`src/rtl/i2c_evt_pkg.sv`:
```
package i2c_evt_pkg;
  localparam int NUM_EVT   = 7;
  localparam int REG_W     = 16;
  localparam int ADDR_W    = 8;
  localparam int CODE_W    = $clog2(NUM_EVT + 1);
  localparam int BIT_RSFUL = 11;
  localparam int BIT_BUSY  = 12;

  localparam logic [ADDR_W-1:0] OFS_MASK = 8'h04;
  localparam logic [ADDR_W-1:0] OFS_STAT = 8'h08;
  localparam logic [ADDR_W-1:0] OFS_VEC  = 8'h28;

  typedef enum logic [CODE_W-1:0] {
    EV_NONE = 3'd0, EV_ARB = 3'd1, EV_NAK = 3'd2, EV_ACC = 3'd3,
    EV_RX   = 3'd4, EV_TX  = 3'd5, EV_STOP = 3'd6, EV_SLV = 3'd7
  } evt_code_e;

  // code of the lowest set index (index + 1), zero when nothing is set
  function automatic logic [CODE_W-1:0] lowest_code(input logic [NUM_EVT-1:0] pend);
    logic [CODE_W-1:0] c;
    c = '0;
    for (int i = NUM_EVT - 1; i >= 0; i--) begin
      if (pend[i]) c = CODE_W'(i + 1);
    end
    return c;
  endfunction

  function automatic logic [NUM_EVT-1:0] code_to_onehot(input logic [CODE_W-1:0] c);
    logic [NUM_EVT-1:0] oh;
    oh = '0;
    for (int i = 0; i < NUM_EVT; i++) begin
      if (c == CODE_W'(i + 1)) oh[i] = 1'b1;
    end
    return oh;
  endfunction
endpackage

```
`src/rtl/evt_flag_bank.sv`:
```
module evt_flag_bank #(
  parameter int N = 7
) (
  input  logic         clk,
  input  logic         rst_n,
  input  logic [N-1:0] set_i,
  input  logic [N-1:0] clr_i,
  output logic [N-1:0] flags_o
);
  for (genvar g = 0; g < N; g++) begin : g_flag
    always_ff @(posedge clk or negedge rst_n) begin
      if (!rst_n)         flags_o[g] <= 1'b0;
      else if (set_i[g])  flags_o[g] <= 1'b1;   // a new event dominates a clear
      else if (clr_i[g])  flags_o[g] <= 1'b0;
    end
  end
endmodule

```
`src/rtl/evt_prio_enc.sv`:
```
module evt_prio_enc
  import i2c_evt_pkg::*;
(
  input  logic [NUM_EVT-1:0] pend_i,
  output logic [CODE_W-1:0]  code_o,
  output logic [NUM_EVT-1:0] grant_o
);
  always_comb begin
    code_o  = lowest_code(pend_i);
    grant_o = code_to_onehot(code_o);
  end
endmodule

```
`src/rtl/i2c_evt_vector.sv`:
```
module i2c_evt_vector
  import i2c_evt_pkg::*;
(
  input  logic               clk,
  input  logic               rst_n,
  input  logic [NUM_EVT-1:0] evt_pulse,
  input  logic               bus_busy,
  input  logic               rx_shift_full,
  input  logic               wr_en,
  input  logic               rd_en,
  input  logic [ADDR_W-1:0]  addr,
  input  logic [REG_W-1:0]   wdata,
  output logic [REG_W-1:0]   rdata,
  output logic               irq
);
  logic [NUM_EVT-1:0] flags_q;
  logic [NUM_EVT-1:0] mask_q;
  logic [NUM_EVT-1:0] pend_en;
  logic [NUM_EVT-1:0] vec_grant;
  logic [NUM_EVT-1:0] clr_req;
  logic [CODE_W-1:0]  vec_code;
  logic [REG_W-1:0]   stat_word;
  logic               wr_stat, wr_mask, rd_vec;

  assign wr_stat = wr_en && (addr == OFS_STAT);
  assign wr_mask = wr_en && (addr == OFS_MASK);
  assign rd_vec  = rd_en && (addr == OFS_VEC);

  always_ff @(posedge clk or negedge rst_n) begin
    if (!rst_n)       mask_q <= '0;
    else if (wr_mask) mask_q <= wdata[NUM_EVT-1:0];
  end

  assign pend_en = flags_q & mask_q;

  evt_prio_enc u_enc (
    .pend_i (pend_en),
    .code_o (vec_code),
    .grant_o(vec_grant)
  );

  always_comb begin
    clr_req = '0;
    if (wr_stat) clr_req = clr_req | wdata[NUM_EVT-1:0];
    if (rd_vec)  clr_req = clr_req | vec_grant;
  end

  evt_flag_bank #(.N(NUM_EVT)) u_flags (
    .clk    (clk),
    .rst_n  (rst_n),
    .set_i  (evt_pulse),
    .clr_i  (clr_req),
    .flags_o(flags_q)
  );

  always_comb begin
    stat_word                  = '0;
    stat_word[NUM_EVT-1:0]     = flags_q;
    stat_word[BIT_RSFUL]       = rx_shift_full;
    stat_word[BIT_BUSY]        = bus_busy;
  end

  always_comb begin
    case (addr)
      OFS_MASK: rdata = {{(REG_W-NUM_EVT){1'b0}}, mask_q};
      OFS_STAT: rdata = stat_word;
      OFS_VEC:  rdata = {{(REG_W-CODE_W){1'b0}}, vec_code};
      default:  rdata = '0;
    endcase
  end

  assign irq = |pend_en;
endmodule

```
`config.mk`:
```
export PLATFORM = sky130hd
export DESIGN_NAME = i2c_evt_vector
export DESIGN_NICKNAME = d
export VERILOG_FILES = /design/src/rtl/i2c_evt_pkg.sv /design/src/rtl/evt_flag_bank.sv /design/src/rtl/evt_prio_enc.sv /design/src/rtl/i2c_evt_vector.sv
export SDC_FILE = /design/constraint.sdc
export NUM_CORES = 1
export LEC_CHECK = 0
export ABC_AREA = 0
export BUFFER_PORTS_ARGS = -buffer_cell sky130_fd_sc_hd__buf_4
export CAP_MARGIN = 10
export CORE_MARGIN = 3
export CORE_UTILIZATION = 44
export DETAILED_ROUTE_END_ITERATION = 12
export HOLD_SLACK_MARGIN = 0.06
export PLACE_DENSITY = 0.81
export SLEW_MARGIN = 10
export SYNTH_ARGS = -nofsm -noshare
export SYNTH_HDL_FRONTEND = slang
export SYNTH_HIERARCHICAL = 1
export SYNTH_SLANG_ARGS = --single-unit
```
`constraint.sdc`:
```
create_clock -name clk -period 2 [get_ports clk]
set_input_delay 0.1 -clock clk [delete_from_list [all_inputs] [get_ports clk]]
set_output_delay 0.1 -clock clk [all_outputs]
set_load 0.01 [all_outputs]
```
==> flow_metrics.py, run 1 <==
metrics = {
    "die": {
        "initial_core_util": 0.493,
        "fp-row-count": 16,
        "core_um2": 2080,
        "die_height_um": 54.3,
        "chipWidth_um": 54.3,
        "io-pin-count": 54,
        "die_area_um2": 2950,
    },
    "critical_path": {
        "worstPathMaxFanout": 5,
        "start_kind": "flop",
        "required_ns": 1.90,
        "path_class": "reg -> out",
        "worstPathArrival_ns": 1.93,
        "cp-end-kind": "output pin",
    },
    "synthesis": {
        "ys.flop_type": "dfrtp_1",
        "ys_top_cells_by_count": "14 x dfrtp_1, 7 x a21o_1, 7 x and2_1, 7 x buf_4, 7 x inv_1",
        "yosysTopAreaCell": "dfrtp_1",
        "synth.cell_area_um2": 1030,
        "yosysWarnings": 6,
        "ys_seq_elements": 14,
        "yosys.area.top_type_share": 0.341,
        "synth_edf_count": 0,
        "postSynthCellCount": 104,
        "ys_seq_area_frac": 0.341,
        "avgSynthCellArea_um2": 9.87,
        "synth.area.top_cells": "dfrtp_1 34%, a32o_1 5.9%, a21o_1 5.1%",
        "synth.most_common_cell": "dfrtp_1",
        "ys_async_sr_fraction": 1.00,
        "ys_types": 35,
    },
    "sta": {
        "rsz0062_at_grt": "yes",
        "slew_headroom": 0.628,
        "maxSlewViolCount": 0,
        "final_hold_viol_count": 0,
        "finalSetupViolCount": 1,
        "skew_ns": 0.000752,
        "layout_setup_ws_ns": -0.0267,
        "timing.fmax_mhz": 493,
        "whs_ns": 0.188,
        "period_share": 1.01,
        "worst_slew_pin_slew_ns": 0.557,
        "fin_crit_ns": 2.03,
    },
    "final_layout": {
        "seqCellArea_um2": 350,
        "num_antenna_cells": 0,
        "drive_gt1_frac": 0.377,
        "nFillCells": 172,
        "multi_input_area_um2": 602,
        "syn_to_final_growth_pct": 47.6,
        "nets": 197,
    },
    "pwr": {
        "power.total_uw": 689,
        "pwr-share-seq": 0.427,
        "power_leakage_nw": 0.699,
        "power.density_nw_per_um2": 455,
        "pwr-share-comb": 0.263,
        "irDropWorstVdd_mv": 0.369,
        "p_int_uw": 505,
        "switchingPower_uw": 184,
        "clock_power_share": 0.310,
        "swShare": 0.267,
    },
    "placed_design": {
        "post-dp-hpwl_um": 1940,
        "routabilityCongestion": 0.821,
        "port_buffers": 37,
    },
    "clocking": {
        "htree_levels": 1,
        "cts_buffers": 3,
        "clock_latency_ns": 0.28,
        "clock-root-buffer": "clkbuf_4",
        "cts.sinks": 14,
        "cts_buffer_depth": 2,
        "clk_pin_slew_ns": 0.09,
        "cts_tree": "yes",
    },
    "drt": {
        "ant_nets": 0,
        "detail_route.first_pass.iterations": 4,
        "via_per_inst": 5.51,
        "wl_per_cell_um": 15.4,
        "drc_errors": 0,
        "vias": 1025,
        "totalWireLength_um": 2860,
        "drtIter0Drc": 25,
    },
    "grt": {
        "grt_pass1_wl_um": 4440,
        "gr-total-overflow": 0,
        "grt_max_degree": 15,
        "grt_pass1_vias": 1029,
        "track_usage": 0.211,
        "antenna_found_initial": 0,
    },
    "run_status": {
        "violations": "negative setup slack",
        "status": "finished, violations left",
    },
    "flow_run": {
        "maxCapViolations": 0,
    },
    "hold_path": {
        "hp-class": "in -> async",
    },
}
-- metal layers --
metal | vias to the layer above | global-route usage | wire length (um)
met5 | - | 0 | 0
met4 | 0 | 0.0913 | 34
met3 | 4 | 0.0272 | 174
met2 | 50 | 0.390 | 1550
met1 | 489 | 0.239 | 1100
li1 | 482 | - | -
-- layout make-up --
cell class              instances  share of cell area
clock buffers                   4              0.0240
inverters                       8              0.0198
multi-input cells              77               0.398
flip-flops and latches         14               0.231
well taps                      27              0.0223
repair buffers                 56               0.305
-- repair_timing --
| action | 4_1_cts | 5_1_grt |
|---|---|---|
| pin swaps | 1 | 1 |
| setup endpoints to repair | 2 | 2 |
| hold endpoints to repair | 28 | 0 |
| setup buffers | 2 | 1 |
| resized for setup | 0 | 2 |
| hold buffers | 15 | 0 |
-- worst paths after layout --
kind | startpoint | slack [ns] | cells past startpoint | to
worst max-delay path | mask_q[2] | -0.03 | 4 | irq
min in group clk | wr_en | 0.29 | 3 | mask_q[4]
worst min register to register | u_flags/flags_o[6] | 0.51 | 1 | u_flags/flags_o[6]
max in group asynchronous | rst_n | 1.65 | 2 | u_flags/flags_o[4]
worst min-delay path | rst_n | 0.19 | 2 | u_flags/flags_o[6]
worst max register to register | mask_q[5] | 0.10 | 8 | u_flags/flags_o[4]
-- power groups by stage --
| stage | Combinational (mW) | Sequential (mW) | Clock (mW) |
|---|---|---|---|
| after global routing | 0.195 | 0.295 | 0.232 |
| after detailed placement | 0.139 | 0.300 | 0 |
| after CTS | 0.164 | 0.294 | 0.213 |
| after floorplan | 0.0739 | 0.299 | 0 |
| final | 0.181 | 0.294 | 0.214 |
| after global placement | 0.135 | 0.299 | 0 |
-- cell usage in the layout, fill, tap and decap left out, drive strengths merged --
cell | synthesis | final
a21boi | 1 | 1
buf | 9 | 41
a221o | 4 | 4
dfrtp | 14 | 14
a21oi | 1 | 1
nor4b | 2 | 2
nand2b | 1 | 1
mux2 | 7 | 7
and2 | 10 | 10
nor4 | 1 | 1
nor3b | 1 | 1
conb | 1 | 7
nor2b | 2 | 2
inv | 8 | 8
clkbuf | 2 | 4
nand3b | 1 | 1
nand3 | 1 | 1
a22o | 4 | 4
or2b | 1 | 1
dlygate4sd3 | 0 | 15
a21o | 7 | 7
nor3 | 3 | 3
and3 | 7 | 7
nor2 | 5 | 5
and4 | 1 | 1
a31o | 1 | 1
o21ai | 1 | 1
or4 | 2 | 2
a32o | 6 | 6
-- state kept, by name, indices dropped and copies added (netlist names) --
| register | count |
|---|---|
| mask_q | 7 |
| u_flags/flags_o | 7 |
-- through the flow --
| stage | setup TNS (ns) | setup WS [ns] | utilization | area, um^2 | cells |
|---|---|---|---|---|---|
| after global placement | 0 | 0.274 | 0.623 | 1300 | 164 |
| after floorplan | 0 | 0.368 | - | 1050 | 110 |
| after CTS | -0.0311 | -0.0311 | 0.720 | 1500 | 185 |
| after global routing | -0.145 | -0.0806 | 0.727 | 1510 | 186 |
| after detailed placement | 0 | 0.256 | 0.623 | 1300 | 164 |
| final | -0.0267 | -0.0267 | 0.727 | 1510 | 186 |
-- cells by family (layout without fill, tap and decap cells) --
family / Yosys count / count (layout) / share of synthesized area
multiplexers: 7 / 7 / 0.0768
AO/OA/AOI/OAI: 25 / 25 / 0.210
flip-flops: 14 / 14 / 0.341
buffers and inverters: 19 / 68 / 0.0976
other: 1 / 7 / 0.00366
AND/OR/NAND/NOR: 38 / 38 / 0.271
-- critical path, stage by stage (launching register included) --
cell and delay [ns]:
dfrtp_1 0.39, and2_4 0.18, or4_1 0.52, or4_4 0.43, buf_6 0.14
Power figures use the tool's default switching activity.
==> run 2: changes to the inputs <==
- SETUP_SLACK_MARGIN: default -> 0.1
- SLEW_MARGIN: 10 -> default
==> flow_metrics.py, run 2 (same netlist as run 1, synthesis figures left out) <==
metrics = {
    "run_status": {
        "status": "finished, violations left",
        "violations": "negative setup slack",
    },
    "sta": {
        "skew_ns": 0.00148,
        "slew_headroom": 0.632,
        "timing.fmax_mhz": 492,
        "period_share": 1.02,
        "maxSlewViolCount": 0,
        "fin_tns_setup_ns": -0.0450,
        "finalSetupViolCount": 2,
        "final_hold_viol_count": 0,
        "fin_crit_ns": 2.03,
        "rsz0062_at_grt": "yes",
        "layout_setup_ws_ns": -0.0321,
        "whs_ns": 0.187,
        "worst_slew_pin_slew_ns": 0.550,
    },
    "drt": {
        "totalWireLength_um": 2950,
        "via_per_inst": 5.63,
        "drc_errors": 0,
        "ant_nets": 0,
        "detail_route.first_pass.iterations": 4,
        "vias": 1052,
        "wl_per_cell_um": 15.8,
        "drtIter0Drc": 35,
    },
    "grt": {
        "grt_pass1_wl_um": 4460,
        "antenna_found_initial": 0,
        "grt_max_degree": 15,
        "track_usage": 0.212,
        "grt_pass1_vias": 1037,
        "grtUsageMet3": 0.0272,
        "gr-total-overflow": 0,
        "met1_usage": 0.239,
        "use_met2": 0.394,
        "busiest_layer": "met2",
    },
    "final_layout": {
        "layout_common_cells": "41 x buf_4, 15 x dlygate4sd3_1, 14 x dfrtp_1",
        "fin_cells": 187,
        "nets": 198,
        "mostFrequentLayoutCell": "buf_4",
        "reg_top3": "mask_q (7), u_flags/flags_o (7)",
        "drive_gt1_frac": 0.394,
        "num_antenna_cells": 0,
        "syn_to_final_growth_pct": 49.1,
    },
    "placed_design": {
        "routabilityCongestion": 0.821,
        "dp_slack_ns": 0.256,
        "post-dp-hpwl_um": 1940,
        "port_buffers": 37,
        "dp.cells": 164,
    },
    "critical_path": {
        "start_kind": "flop",
        "worstPathMaxFanout": 4,
        "required_ns": 1.90,
        "r2r_slack_ns": 0.19,
        "worstPathArrival_ns": 1.93,
        "path_class": "reg -> out",
        "cp-end-kind": "output pin",
    },
    "pwr": {
        "pwr-share-seq": 0.428,
        "clock_power_share": 0.311,
        "power.density_nw_per_um2": 450,
        "pwr-share-comb": 0.261,
        "power.total_uw": 688,
        "irDropWorstVdd_mv": 0.390,
        "swShare": 0.271,
        "power_leakage_nw": 0.708,
        "p_int_uw": 502,
        "switchingPower_uw": 186,
    },
    "die": {
        "fp-row-count": 16,
        "core_um2": 2080,
        "die_area_um2": 2950,
        "io-pin-count": 54,
        "die_height_um": 54.3,
        "initial_core_util": 0.493,
        "chipWidth_um": 54.3,
    },
    "clocking": {
        "clk_pin_slew_ns": 0.09,
        "htree_levels": 1,
        "cts_buffer_depth": 2,
        "cts_buffers": 3,
        "cts.sinks": 14,
        "clock_latency_ns": 0.28,
        "clock-root-buffer": "clkbuf_4",
        "cts_tree": "yes",
    },
    "hold_path": {
        "hp-class": "in -> async",
    },
    "flow_run": {
        "maxCapViolations": 0,
    },
}
-- run 2: through the flow --
step                      area, um^2  utilization
after global routing            1530        0.735
after floorplan                 1050            -
after CTS                       1510        0.724
after detailed placement        1300        0.623
after global placement          1300        0.623
final                           1530        0.735
-- run 2: repair_timing --
action | 4_1_cts | 5_1_grt
pin swaps | 1 | 3
hold endpoints to repair | 28 | 0
hold buffers | 15 | 0
setup endpoints to repair | 2 | 6
resized for setup | 0 | 4
buffers inserted | 3 | 2
-- run 2: layer usage --
| metal | up-vias | share of wire |
|---|---|---|
| li1 | 486 | - |
| met1 | 518 | 0.39 |
| met2 | 44 | 0.55 |
| met3 | 4 | 0.057 |
| met4 | 0 | 0.0044 |
| met5 | - | 0 |
-- run 2: layout make-up --
class                           instances  area (um^2)
Tap cell                               27         33.8
Timing Repair Buffer                   57          469
Fill cell                             168          552
Multi-Input combinational cell         77          611
Inverter                                8         30.0
Clock buffer                            4         36.3
Sequential cell                        14          350
-- run 2: path summary, 6_finish.rpt --
kind                                    start            endpoint  cells past startpoint
max                                 mask_q[3]                 irq                      4
min                                     rst_n  u_flags/flags_o[0]                      2
max reg2reg                         mask_q[5]  u_flags/flags_o[4]                      8
min reg2reg                u_flags/flags_o[0]  u_flags/flags_o[0]                      1
max in group asynchronous               rst_n  u_flags/flags_o[4]                      2
min in group clk                        wr_en           mask_q[4]                      3
-- run 2: power groups by stage --
stage	registers (mW)	clock network, mW	logic, mW
detailed placement	0.300	0	0.139
finish	0.294	0.214	0.180
CTS	0.294	0.213	0.168
floorplan	0.299	0	0.0739
global route	0.295	0.232	0.193
global placement	0.299	0	0.135
-- run 2: worst max-delay path, stage by stage, from the launching register on --
cell     delay, ns
dfrtp_1       0.40
and2_4        0.18
or4_1         0.48
or4_1         0.42
buf_4         0.16
==> run 3: changes to the inputs <==
- REMOVE_ABC_BUFFERS: default -> 1
==> flow_metrics.py, run 3 (same netlist as run 1, synthesis figures left out) <==
metrics = {
    "run_status": {
        "status": "finished, violations left",
        "violations": "negative setup slack",
    },
    "sta": {
        "fin_crit_ns": 2.04,
        "maxSlewViolCount": 0,
        "layout_setup_ws_ns": -0.0443,
        "finalSetupViolCount": 1,
        "final_hold_viol_count": 0,
        "period_share": 1.02,
        "skew_ns": 0.000509,
        "timing.fmax_mhz": 489,
        "rsz0062_at_grt": "yes",
    },
    "clocking": {
        "clock-root-buffer": "clkbuf_4",
        "clk_pin_slew_ns": 0.08,
        "clock_latency_ns": 0.29,
        "cts_buffer_depth": 2,
        "cts_buffers": 3,
        "cts_tree": "yes",
        "cts.sinks": 14,
        "htree_levels": 1,
    },
    "flow_run": {
        "maxCapViolations": 0,
    },
    "final_layout": {
        "layout_common_cells": "43 x buf_4, 15 x dlygate4sd3_1, 14 x dfrtp_1",
        "fin_cells": 191,
        "nets": 202,
        "reg_top3": "mask_q (7), u_flags/flags_o (7)",
        "num_antenna_cells": 0,
        "syn_to_final_growth_pct": 54.1,
        "final_util": 0.760,
        "nFillCells": 145,
        "drive_gt1_frac": 0.433,
        "mostFrequentLayoutCell": "buf_4",
    },
    "pwr": {
        "power_leakage_nw": 0.736,
        "pwr-share-comb": 0.272,
        "power.density_nw_per_um2": 436,
        "clock_power_share": 0.302,
        "pwr-share-seq": 0.426,
        "irDropWorstVdd_mv": 0.443,
        "p_int_uw": 510,
        "switchingPower_uw": 180,
        "power.total_uw": 690,
        "swShare": 0.261,
    },
    "die": {
        "die_area_um2": 2950,
        "core_um2": 2080,
        "chipWidth_um": 54.3,
        "io-pin-count": 54,
        "initial_core_util": 0.493,
        "fp-row-count": 16,
        "die_height_um": 54.3,
    },
    "drt": {
        "detail_route.first_pass.iterations": 4,
        "totalWireLength_um": 2940,
        "wl_per_cell_um": 15.4,
        "via_per_inst": 5.34,
        "ant_nets": 0,
        "vias": 1020,
        "drc_errors": 0,
        "drtIter0Drc": 23,
    },
    "placed_design": {
        "port_buffers": 37,
        "routabilityCongestion": 0.843,
        "post-dp-hpwl_um": 1920,
        "dp.cells": 163,
    },
    "grt": {
        "track_usage": 0.221,
        "antenna_found_initial": 0,
        "grt_pass1_vias": 1007,
        "grt_pass1_wl_um": 4530,
        "gr-total-overflow": 0,
        "grt_max_degree": 15,
    },
    "critical_path": {
        "required_ns": 1.90,
        "worstPathMaxFanout": 2,
        "start_kind": "flop",
        "cp-end-kind": "output pin",
        "worstPathArrival_ns": 1.94,
        "path_class": "reg -> out",
    },
    "hold_path": {
        "hp-class": "in -> async",
    },
}
-- run 3: cell types whose count changed in the layout (fill, tap and decap cells not counted), sizes merged --
cell  previous run  this run
buf             42        46
-- run 3: layer usage --
metal	share of wire	track usage	up-vias
met3	0.059	0.0572	5
met2	0.54	0.390	36
li1	-	-	493
met5	0	0	-
met1	0.39	0.246	486
met4	0.015	0.0996	0
-- run 3: cell type report --
class	instances	area, um^2	area share
clock buffer	4	36.3	0.0229
inverter	8	30.0	0.0190
multi-input combinational	77	624	0.395
sequential	14	350	0.222
tap	27	33.8	0.0214
timing repair buffer	61	507	0.320
-- run 3: power by group through the flow --
| stage | clock [mW] | combinational, mW | sequential, mW |
|---|---|---|---|
| after floorplan | 0 | 0.0630 | 0.299 |
| after global placement | 0 | 0.134 | 0.299 |
| after detailed placement | 0 | 0.137 | 0.300 |
| after CTS | 0.216 | 0.173 | 0.294 |
| after global routing | 0.229 | 0.205 | 0.295 |
| final | 0.208 | 0.188 | 0.294 |
-- run 3: per-stage QoR --
step           area, um^2  hold WS [ns]  setup TNS (ns)  setup WS (ns)
2_1_floorplan         978        -0.196               0          0.368
3_3_place_gp         1290       -0.0428               0          0.271
3_5_place_dp         1290       -0.0409               0          0.244
4_1_cts              1530         0.170         -0.0629        -0.0629
5_1_grt              1580         0.175          -0.146         -0.108
6_report             1580         0.176         -0.0443        -0.0443
-- run 3: critical path, stage by stage, from the launching register on --
cell and delay, ns:
dfrtp_1 0.39, and2_4 0.17, or4_1 0.50, or4_1 0.43
buf_4 0.17
-- run 3: path summary, 6_finish.rpt --
check                                    from  slack (ns)                  to  cells past startpoint
setup / recovery                    mask_q[2]       -0.04                 irq                      4
hold / removal                          rst_n        0.18  u_flags/flags_o[6]                      2
setup reg to reg           u_flags/flags_o[2]        0.16  u_flags/flags_o[4]                      9
hold reg to reg            u_flags/flags_o[6]        0.51  u_flags/flags_o[6]                      1
max in group asynchronous               rst_n        1.66           mask_q[2]                      2
min in group clk                        rd_en        0.30  u_flags/flags_o[3]                      4
-- run 3: repair_timing --
item | CTS | global route
hold endpoints to repair | 28 | 0
buffers inserted | 4 | 5
pin swaps | 2 | 3
gates resized for setup | 9 | 4
endpoints found under the setup margin | 3 | 7
hold buffers | 15 | 0
